File: src/rtl/mau_pkg.sv
package mau_pkg;

  localparam int OPC_W = 6;

  localparam logic [OPC_W-1:0] OP_LDB  = 6'h03;
  localparam logic [OPC_W-1:0] OP_LDBS = 6'h04;
  localparam logic [OPC_W-1:0] OP_LDH  = 6'h05;
  localparam logic [OPC_W-1:0] OP_LDHS = 6'h06;
  localparam logic [OPC_W-1:0] OP_LDW  = 6'h07;
  localparam logic [OPC_W-1:0] OP_STB  = 6'h08;
  localparam logic [OPC_W-1:0] OP_STH  = 6'h09;
  localparam logic [OPC_W-1:0] OP_STW  = 6'h0A;
  localparam logic [OPC_W-1:0] OP_LLI  = 6'h0B;
  localparam logic [OPC_W-1:0] OP_LUI  = 6'h0C;

  typedef enum logic [1:0] {
    SZ_NONE = 2'd0,
    SZ_BYTE = 2'd1,
    SZ_HALF = 2'd2,
    SZ_WORD = 2'd3
  } acc_size_e;

  typedef struct packed {
    acc_size_e size;
    logic      is_load;
    logic      is_store;
    logic      sign_ext;
    logic      is_lli;
    logic      is_lui;
  } op_dec_t;

  function automatic op_dec_t decode_op(input logic [OPC_W-1:0] op);
    op_dec_t d;
    d = '{size: SZ_NONE, is_load: 1'b0, is_store: 1'b0,
          sign_ext: 1'b0, is_lli: 1'b0, is_lui: 1'b0};
    case (op)
      OP_LDB:  begin d.size = SZ_BYTE; d.is_load = 1'b1; end
      OP_LDBS: begin d.size = SZ_BYTE; d.is_load = 1'b1; d.sign_ext = 1'b1; end
      OP_LDH:  begin d.size = SZ_HALF; d.is_load = 1'b1; end
      OP_LDHS: begin d.size = SZ_HALF; d.is_load = 1'b1; d.sign_ext = 1'b1; end
      OP_LDW:  begin d.size = SZ_WORD; d.is_load = 1'b1; end
      OP_STB:  begin d.size = SZ_BYTE; d.is_store = 1'b1; end
      OP_STH:  begin d.size = SZ_HALF; d.is_store = 1'b1; end
      OP_STW:  begin d.size = SZ_WORD; d.is_store = 1'b1; end
      OP_LLI:  d.is_lli = 1'b1;
      OP_LUI:  d.is_lui = 1'b1;
      default: ;
    endcase
    return d;
  endfunction

endpackage

File: src/rtl/mau_agu.sv
module mau_agu
  import mau_pkg::*;
#(
  parameter int DATA_W = 32,
  parameter int IMM_W  = 16,
  localparam int LANES     = DATA_W / 8,
  localparam int LANE_BITS = $clog2(LANES)
) (
  input  logic [DATA_W-1:0]    base_val,
  input  logic [IMM_W-1:0]     offset,
  input  acc_size_e            size,
  output logic [DATA_W-1:0]    word_addr,
  output logic [LANE_BITS-1:0] lane,
  output logic                 misaligned
);

  logic [DATA_W-1:0] eff_addr;
  logic [DATA_W-1:0] off_ext;

  always_comb begin
    off_ext   = {{(DATA_W-IMM_W){offset[IMM_W-1]}}, offset};
    eff_addr  = base_val + off_ext;
    lane      = eff_addr[LANE_BITS-1:0];
    word_addr = {eff_addr[DATA_W-1:LANE_BITS], {LANE_BITS{1'b0}}};
  end

  always_comb begin
    unique case (size)
      SZ_HALF: misaligned = lane[0];
      SZ_WORD: misaligned = |lane;
      default: misaligned = 1'b0;
    endcase
  end

endmodule

File: src/rtl/mau_store_steer.sv
module mau_store_steer
  import mau_pkg::*;
#(
  parameter int DATA_W = 32,
  localparam int LANES     = DATA_W / 8,
  localparam int LANE_BITS = $clog2(LANES)
) (
  input  acc_size_e            size,
  input  logic [LANE_BITS-1:0] lane,
  input  logic [DATA_W-1:0]    store_val,
  output logic [LANES-1:0]     strb,
  output logic [DATA_W-1:0]    wdata
);

  logic [LANE_BITS+2:0] byte_shift;
  logic [LANE_BITS+2:0] half_shift;

  for (genvar i = 0; i < LANES; i++) begin : g_lane
    localparam logic [LANE_BITS-1:0] IDX = LANE_BITS'(i);
    always_comb begin
      unique case (size)
        SZ_BYTE: strb[i] = (lane == IDX);
        SZ_HALF: strb[i] = (lane[LANE_BITS-1:1] == IDX[LANE_BITS-1:1]);
        SZ_WORD: strb[i] = 1'b1;
        default: strb[i] = 1'b0;
      endcase
    end
  end

  always_comb begin
    byte_shift = {lane, 3'b000};
    half_shift = {lane[LANE_BITS-1:1], 4'b0000};
    unique case (size)
      SZ_BYTE: wdata = DATA_W'(store_val[7:0]) << byte_shift;
      SZ_HALF: wdata = DATA_W'(store_val[15:0]) << half_shift;
      SZ_WORD: wdata = store_val;
      default: wdata = '0;
    endcase
  end

endmodule

File: src/rtl/mau_load_extract.sv
module mau_load_extract
  import mau_pkg::*;
#(
  parameter int DATA_W = 32,
  localparam int LANES     = DATA_W / 8,
  localparam int HALVES    = LANES / 2,
  localparam int LANE_BITS = $clog2(LANES)
) (
  input  acc_size_e            size,
  input  logic                 sign_ext,
  input  logic [LANE_BITS-1:0] lane,
  input  logic [DATA_W-1:0]    rd_data,
  output logic [DATA_W-1:0]    load_val
);

  logic [7:0]  bytes_a [LANES];
  logic [15:0] halves_a [HALVES];
  logic [7:0]  sel_byte;
  logic [15:0] sel_half;

  for (genvar i = 0; i < LANES; i++) begin : g_byte
    assign bytes_a[i] = rd_data[8*i +: 8];
  end

  for (genvar h = 0; h < HALVES; h++) begin : g_half
    assign halves_a[h] = rd_data[16*h +: 16];
  end

  always_comb begin
    sel_byte = bytes_a[lane];
    sel_half = halves_a[lane[LANE_BITS-1:1]];
    unique case (size)
      SZ_BYTE: load_val = {{(DATA_W-8){sign_ext & sel_byte[7]}}, sel_byte};
      SZ_HALF: load_val = {{(DATA_W-16){sign_ext & sel_half[15]}}, sel_half};
      SZ_WORD: load_val = rd_data;
      default: load_val = '0;
    endcase
  end

endmodule

File: src/rtl/mem_align_unit.sv
module mem_align_unit
  import mau_pkg::*;
#(
  parameter int DATA_W = 32,
  parameter int IMM_W  = 16,
  localparam int LANES     = DATA_W / 8,
  localparam int LANE_BITS = $clog2(LANES)
) (
  input  logic              clk,
  input  logic              rst_n,
  input  logic              req_valid,
  input  logic [OPC_W-1:0]  opcode,
  input  logic [DATA_W-1:0] base_val,
  input  logic [IMM_W-1:0]  offset,
  input  logic [DATA_W-1:0] store_val,
  input  logic [DATA_W-1:0] old_val,
  input  logic [DATA_W-1:0] rd_data,
  output logic              rsp_valid,
  output logic [DATA_W-1:0] bus_addr,
  output logic [LANES-1:0]  bus_strb,
  output logic              bus_we,
  output logic [DATA_W-1:0] bus_wdata,
  output logic [DATA_W-1:0] reg_result,
  output logic              reg_wr,
  output logic              misalign
);

  op_dec_t              dec;
  logic                 is_mem;
  logic [DATA_W-1:0]    word_addr;
  logic [LANE_BITS-1:0] lane;
  logic                 mis_raw;
  logic [LANES-1:0]     st_strb;
  logic [DATA_W-1:0]    st_wdata;
  logic [DATA_W-1:0]    ld_val;

  logic              nxt_valid;
  logic [DATA_W-1:0] nxt_addr;
  logic [LANES-1:0]  nxt_strb;
  logic              nxt_we;
  logic [DATA_W-1:0] nxt_wdata;
  logic [DATA_W-1:0] nxt_result;
  logic              nxt_wr;
  logic              nxt_fault;
  logic              go;

  assign dec    = decode_op(opcode);
  assign is_mem = dec.is_load | dec.is_store;

  mau_agu #(.DATA_W(DATA_W), .IMM_W(IMM_W)) u_agu (
    .base_val   (base_val),
    .offset     (offset),
    .size       (dec.size),
    .word_addr  (word_addr),
    .lane       (lane),
    .misaligned (mis_raw)
  );

  mau_store_steer #(.DATA_W(DATA_W)) u_steer (
    .size      (dec.size),
    .lane      (lane),
    .store_val (store_val),
    .strb      (st_strb),
    .wdata     (st_wdata)
  );

  mau_load_extract #(.DATA_W(DATA_W)) u_extract (
    .size     (dec.size),
    .sign_ext (dec.sign_ext),
    .lane     (lane),
    .rd_data  (rd_data),
    .load_val (ld_val)
  );

  // next-state logic
  always_comb begin
    go         = req_valid & is_mem & ~mis_raw;
    nxt_valid  = req_valid;
    nxt_fault  = req_valid & is_mem & mis_raw;
    nxt_strb   = go ? st_strb : '0;
    nxt_we     = go & dec.is_store;
    nxt_wr     = req_valid & ((dec.is_load & ~mis_raw) | dec.is_lli | dec.is_lui);
    nxt_addr   = is_mem ? word_addr : '0;
    nxt_wdata  = (go & dec.is_store) ? st_wdata : '0;
    if (dec.is_lli) begin
      nxt_result = {{(DATA_W-IMM_W){1'b0}}, offset};
    end else if (dec.is_lui) begin
      nxt_result = {offset, old_val[DATA_W-IMM_W-1:0]};
    end else if (dec.is_load && !mis_raw) begin
      nxt_result = ld_val;
    end else begin
      nxt_result = old_val;
    end
  end

  // control registers: updated every cycle
  always_ff @(posedge clk or negedge rst_n) begin
    if (!rst_n) begin
      rsp_valid <= 1'b0;
      misalign  <= 1'b0;
      bus_strb  <= '0;
      bus_we    <= 1'b0;
      reg_wr    <= 1'b0;
    end else begin
      rsp_valid <= nxt_valid;
      misalign  <= nxt_fault;
      bus_strb  <= nxt_strb;
      bus_we    <= nxt_we;
      reg_wr    <= nxt_wr;
    end
  end

  // data registers: loaded only with a request
  always_ff @(posedge clk or negedge rst_n) begin
    if (!rst_n) begin
      bus_addr   <= '0;
      bus_wdata  <= '0;
      reg_result <= '0;
    end else if (req_valid) begin
      bus_addr   <= nxt_addr;
      bus_wdata  <= nxt_wdata;
      reg_result <= nxt_result;
    end
  end


  misalign_quiet_chk: assert property (@(posedge clk) disable iff (!rst_n)
    misalign |-> (bus_strb == '0) && !bus_we && !reg_wr);


  addr_aligned_chk: assert property (@(posedge clk) disable iff (!rst_n)
    bus_addr[LANE_BITS-1:0] == '0);


  store_strobe_chk: assert property (@(posedge clk) disable iff (!rst_n)
    bus_we |-> (bus_strb != '0) && rsp_valid);


  idle_quiet_chk: assert property (@(posedge clk) disable iff (!rst_n)
    !rsp_valid |-> (bus_strb == '0) && !bus_we && !reg_wr && !misalign);


  lli_clear_chk: assert property (@(posedge clk) disable iff (!rst_n)
    (rsp_valid && $past(opcode) == OP_LLI)
      |-> reg_wr && (reg_result[DATA_W-1:IMM_W] == '0) && (bus_strb == '0));


  lui_keep_chk: assert property (@(posedge clk) disable iff (!rst_n)
    (rsp_valid && $past(opcode) == OP_LUI)
      |-> reg_wr && (reg_result[DATA_W-IMM_W-1:0] == $past(old_val[DATA_W-IMM_W-1:0])));


  byte_no_fault_chk: assert property (@(posedge clk) disable iff (!rst_n)
    (rsp_valid && ($past(opcode) == OP_LDB || $past(opcode) == OP_LDBS ||
                   $past(opcode) == OP_STB)) |-> !misalign);


  other_op_chk: assert property (@(posedge clk) disable iff (!rst_n)
    (rsp_valid && $past(opcode) > OP_LUI)
      |-> !reg_wr && !misalign && (bus_strb == '0) && (bus_addr == '0));

endmodule

File: config.mk
export PLATFORM = sky130hd
export DESIGN_NAME = mem_align_unit
export DESIGN_NICKNAME = d
export VERILOG_FILES = /design/src/rtl/mau_pkg.sv /design/src/rtl/mau_agu.sv /design/src/rtl/mau_store_steer.sv /design/src/rtl/mau_load_extract.sv /design/src/rtl/mem_align_unit.sv
export SDC_FILE = /design/constraint.sdc
export NUM_CORES = 1
export LEC_CHECK = 0
export CORE_MARGIN = 2
export CORE_UTILIZATION = 40
export DETAILED_ROUTE_END_ITERATION = 7
export DONT_BUFFER_PORTS = 1
export MAX_ROUTING_LAYER = met4
export PLACE_DENSITY = 0.61
export REMOVE_ABC_BUFFERS = 1
export SETUP_SLACK_MARGIN = 0.1
export SYNTH_ARGS = -nofsm -noshare
export SYNTH_HDL_FRONTEND = slang
export SYNTH_SLANG_ARGS = --single-unit
File: constraint.sdc
create_clock -name clk -period 1.4 [get_ports clk]
set_input_delay 0.35 -clock clk [delete_from_list [all_inputs] [get_ports clk]]
set_output_delay 0.35 -clock clk [all_outputs]
set_load 0.005 [all_outputs]
* Word-level counts from Yosys, hierarchy flattened *
Cells that the tools add are included.

storage, ports and cells
  bits in registers = 104
  logic and storage cells = 79

cells by class
  add/sub/neg operators = 1
  reduce and logical (&&, ||, !) cells = 10
  equal/unequal tests = 16
  $lt $le $gt $ge = 2
  muxes and demuxes = 25
  bitwise gates (word level) = 15
  shift operators = 2

operator list
  kind                  count
  $pmux W32 S3          2
  $mux W32              5
  $mux W16              3
  $add A32 B32 Y32      1
  $shl A16 B5 Y32       1
  $shl A8 B5 Y32        1
  $eq A6 B4 Y1 const B  5
  $eq A6 B3 Y1 const B  4
  $bmux W8 S2           1
  $mux W8               2
  $pmux W1 S3           4
  $reduce_or A3 Y1      3
  $and A1 B1 Y1         8
  $eq A2 B2 Y1 const B  4
  $eq A6 B2 Y1 const B  1
  $pmux W2 S3           1
  $reduce_or A2 Y1      3
  $mux W1               5
  $reduce_or A5 Y1      1
  $eq A2 B1 Y1 const B  2
  $mux W4               1
  $ge A3 B3 Y1 const B  1
  $not A2 Y3            1
  $or A1 B1 Y1          3
  other kinds (7)       8

* Logic depth before layout (Yosys ltp) *
  word-level depth = 10
  depth in mapped cells = 12
  mapped depth without buffers = 11

* Hierarchy *
A second synthesis with hierarchy kept.

unflattened totals
  cells, all modules = 760
  area total of the unflattened synthesis = 7,363.3 µm²

by module, submodules not included
  module            area an instance (µm²)  seq. area each (µm²)  instances  cells each
  mem_align_unit    4,451.8                 2,602.5               1          356
  mau_agu           1,631.6                 0.0                   1          226
  mau_load_extract  711.9                   0.0                   1          96
  mau_store_steer   568.0                   0.0                   1          82

* Least setup slack after synthesis *
OpenSTA, ideal clock, no wires.

  kind = input to register
  start point = in offset[0]
  end point = reg bus_addr[28]
  library setup time = 0.069 ns
  data required time = 1.331 ns
  buffers on the path = 0
  cell stages on the path = 11
  arrival = 2.775 ns
  slack = -1.444 ns
  cell sequence = ha_1 > fa_1 > a211oi_1 > o21bai_1 > a21oi_1 > o21ai_2 > a31oi_2 > o21ai_1 > a21o_1 > or4b_1 > nand3_1

between the ends
  longest elaborated chain between the ends = 2

RTL lines
  element                 line                   RTL
  start: declaration      mem_align_unit.sv:14   input logic [IMM_W-1:0] offset,
  $add A32 B32 Y32        mau_agu.sv:22          eff_addr = base_val + off_ext;
  $mux W32                mem_align_unit.sv:83   nxt_addr = is_mem ? word_addr : '0;
  end signal: assignment  mem_align_unit.sv:120  bus_addr <= nxt_addr;
  end: declaration        mem_align_unit.sv:19   output logic [DATA_W-1:0] bus_addr,

Every way passes these cells.
A chain may end at the register's enable or synchronous reset.

* Final worst setup path *
  start point = in offset[0]
  end point = reg bus_addr[23]

The elaborated chain is that of the path after synthesis.

==> impl_metrics.yaml <==
run_status:
  outcome: "finished with violations"
  violations: "design-rule violations, negative hold slack, negative setup slack"
place:
  pre_cts_ws_ns: -1.554
  hpwl_mm: 17.57
  dp.cells: 980
  io_buffers: 0
  place_congestion: 0.9326
cells_and_area:
  final_common_cell: "buf_4"
  final_nets: 1010
  layout_common_cells: "buf_4, dfrtp_1, a21oi_1"
  area_delta_synth_final_pct: 48.73
  nFillCells: 1285
  drive_above_1_share: 0.4313
  fin_cells: 1047
  fin_util: 0.6082
logic_synthesis:
  synthTopCellsByArea: "dfrtp_1, ha_1, a21oi_1"
  syn_area_per_cell_um2: 9.518
  ys_types: 62
  yosys.area_share.simple: 0.09627
  synth_top_cell_area_share: 0.3944
  synth_edf_count: 0
  synth_top_family_by_area: "compound AO/OA/AOI/OAI gates"
  synth_cells: 680
  ys_async_sr_fraction: 1.000
  yosysTopAreaCell: "dfrtp_1"
  synthFlopType: "dfrtp_1"
  yosys_warnings: 0
  synth_fa_ha_area_frac: 0.06302
  synth_compound_area_frac: 0.3379
  netlist_area_um2: 6472
  yosys-mux-area-fraction: 0.03074
  synth_xor_area_frac: 0.03654
  yosysSeqAreaShare: 0.3944
  ys_ff_latch: 102
clocking:
  clk_path_buf_depth: 2
  insertion_delay_ns: 0.35
  clock_sinks: 102
  cts-root-buf: "clkbuf_16"
  cts_buffers: 9
  cts_tree: "done"
  htreeDepth: 3
  cts.clk_slew.worst_paths_ns: 0.08
sta:
  tightest_slew_ns: 0.5901
  layout_min_cycle_time_ns: 2.327
  hold_viol: 102
  rsz0062_at_grt: "yes"
  setup_viol: 98
  finalClockSkew_ns: 0
  maxSlewViolCount: 0
  finalWorstSetupSlack_ns: -0.9275
  max_freq_mhz: 429.6
  period_share: 1.662
  relSlewSlack: 0.6066
  holdWs_ns: -0.3182
critical_path:
  worstPathArrival_ns: 2.58
  critPathKind: "in -> reg"
  crit_required_ns: 1.65
  cp_max_fo: 3
  cp-start-kind: "input port"
  endpoint_kind: "flip-flop"
power_and_ir_drop:
  peakVddDrop_mv: 0.5851
  power_density_nw_per_um2: 846.9
  leakagePower_nw: 4.080
flow_run:
  cap_violations: 0
drt:
  routedWlPerCell_um: 25.04
  drt-initial-drc-count: 573
  drcViolationCount: 11
  vias_per_cell: 6.369
  routed_wl_mm: 26.22
  ant_nets: 0
  via_count: 6668
  dr.pass1.iters: 8
global_route:
  first_global_vias: 6894
  grt_util_all_layers: 0.2971
  antenna_found_initial: 1
  grt_pass1_wl_mm: 39.10
  grt.overflow.total: 0
  grt_max_degree: 103
die:
  start_util: 0.4089
  fp.dieH_um: 131.2
  num_io_pins: 257
  rows: 46
  core-area_um2: 15830
  die-area_um2: 17210
  dieWidth_um: 131.2
min_path:
  hold_path_class: "in -> async"
[per-stage QoR]
step	hold WS [ns]	total power [mW]	instance area (um^2)	setup TNS, ns
after global placement	0.05934	4.978	7582	-111.94
after CTS	-0.3318	8.002	9235	-61.02
after global routing	-0.3301	8.504	9627	-72.90
after detailed placement	0.05917	5.020	7582	-117.50
final	-0.3182	8.153	9627	-66.01
after floorplan	0.05441	4.312	6270	-149.88
[flip-flops by register name, summed over array words and instances (netlist names)]
register	cells
misalign	1
bus_addr	30
bus_wdata	32
rsp_valid	1
bus_we	1
bus_strb	4
reg_result	32
reg_wr	1
[metal layers]
layer	wire length (um)	global-route usage	part of all wire	up-vias
met5	0	-	0	-
met4	658	0.09420	0.025	0
met3	2242	0.06713	0.086	63
met2	13170	0.5006	0.50	398
met1	10140	0.3554	0.39	3296
li1	-	-	-	2911
[path summary, 6_finish.rpt]
check                                   start            end  slack, ns  cells after the start
worst min register to register  bus_wdata[16]  bus_wdata[16]       0.52                      1
worst max register to register   bus_addr[28]   bus_addr[28]       0.48                      2
min in group clk                    req_valid      rsp_valid       0.03                      0
max in group asynchronous               rst_n  reg_result[3]       1.57                      0
worst max-delay path                offset[0]   bus_addr[23]      -0.93                     13
worst min-delay path                    rst_n   bus_addr[29]      -0.32                      0
[final cells by class]
cell class | count | area, um^2 | share of cell area
Antenna cell | 1 | 2.502 | 0.0002599
Multi-Input combinational cell | 515 | 4684 | 0.4866
Timing Repair Buffer | 182 | 1757 | 0.1825
Clock buffer | 9 | 225.2 | 0.02339
Inverter | 15 | 63.81 | 0.006629
Clock inverter | 7 | 71.32 | 0.007408
Tap cell | 216 | 270.3 | 0.02807
Sequential cell | 102 | 2552 | 0.2651
[cells in the mapped netlist (4+ instances only)]
cell type / n
o2bb2ai_1: 25
nor2b_1: 6
xor2_1: 11
a222oi_1: 15
o21ai_0: 25
a21o_1: 18
and3_1: 4
xnor2_1: 16
clkbuf_1: 35
nor2_1: 57
and2_1: 4
inv_1: 14
nand3_1: 7
nor3_1: 9
a22oi_1: 34
o21ai_1: 28
dfrtp_1: 102
a221oi_1: 9
nand2_1: 28
ha_1: 31
mux4_2: 7
a22o_1: 34
o21bai_1: 5
a21oi_1: 75
buf_2: 9
a211oi_1: 20
[kinds of logic after synthesis]
logic type | after synthesis
adder cells (fa/ha/maj) | 32
buffers and inverters | 64
AO/OA/AOI/OAI | 312
AND/OR/NAND/NOR | 131
multiplexers | 11
XOR/XNOR | 27
other | 1
flip-flops | 102
[timing repair]
item                                    4_1_cts  5_1_grt
gates cloned                                  9        1
endpoints found under the hold margin       102      102
endpoints found under the setup margin       98       98
resized for setup                           211       62
buffers inserted                             28       23
pin swaps                                   143       62
[power breakdown]
part	total, mW	switching, mW	internal [mW]	leakage (nW)
Clock	2.58	1.30	1.27	0.148
Sequential	3.28	0.173	3.11	1.34
Combinational	2.30	1.06	1.24	2.59
Total	8.15	2.54	5.62	4.08
[worst max-delay path, cell delays in order]
cell,delay (ns)
ha_4,0.14
buf_4,0.13
buf_6,0.10
a21o_1,0.18
nand4_1,0.16
a21boi_2,0.11
a221o_1,0.37
a31oi_2,0.24
o21bai_1,0.12
a21o_1,0.24
buf_6,0.13
xor2_1,0.13
a22o_1,0.17
Note: power is estimated with default switching activity, not from simulation.
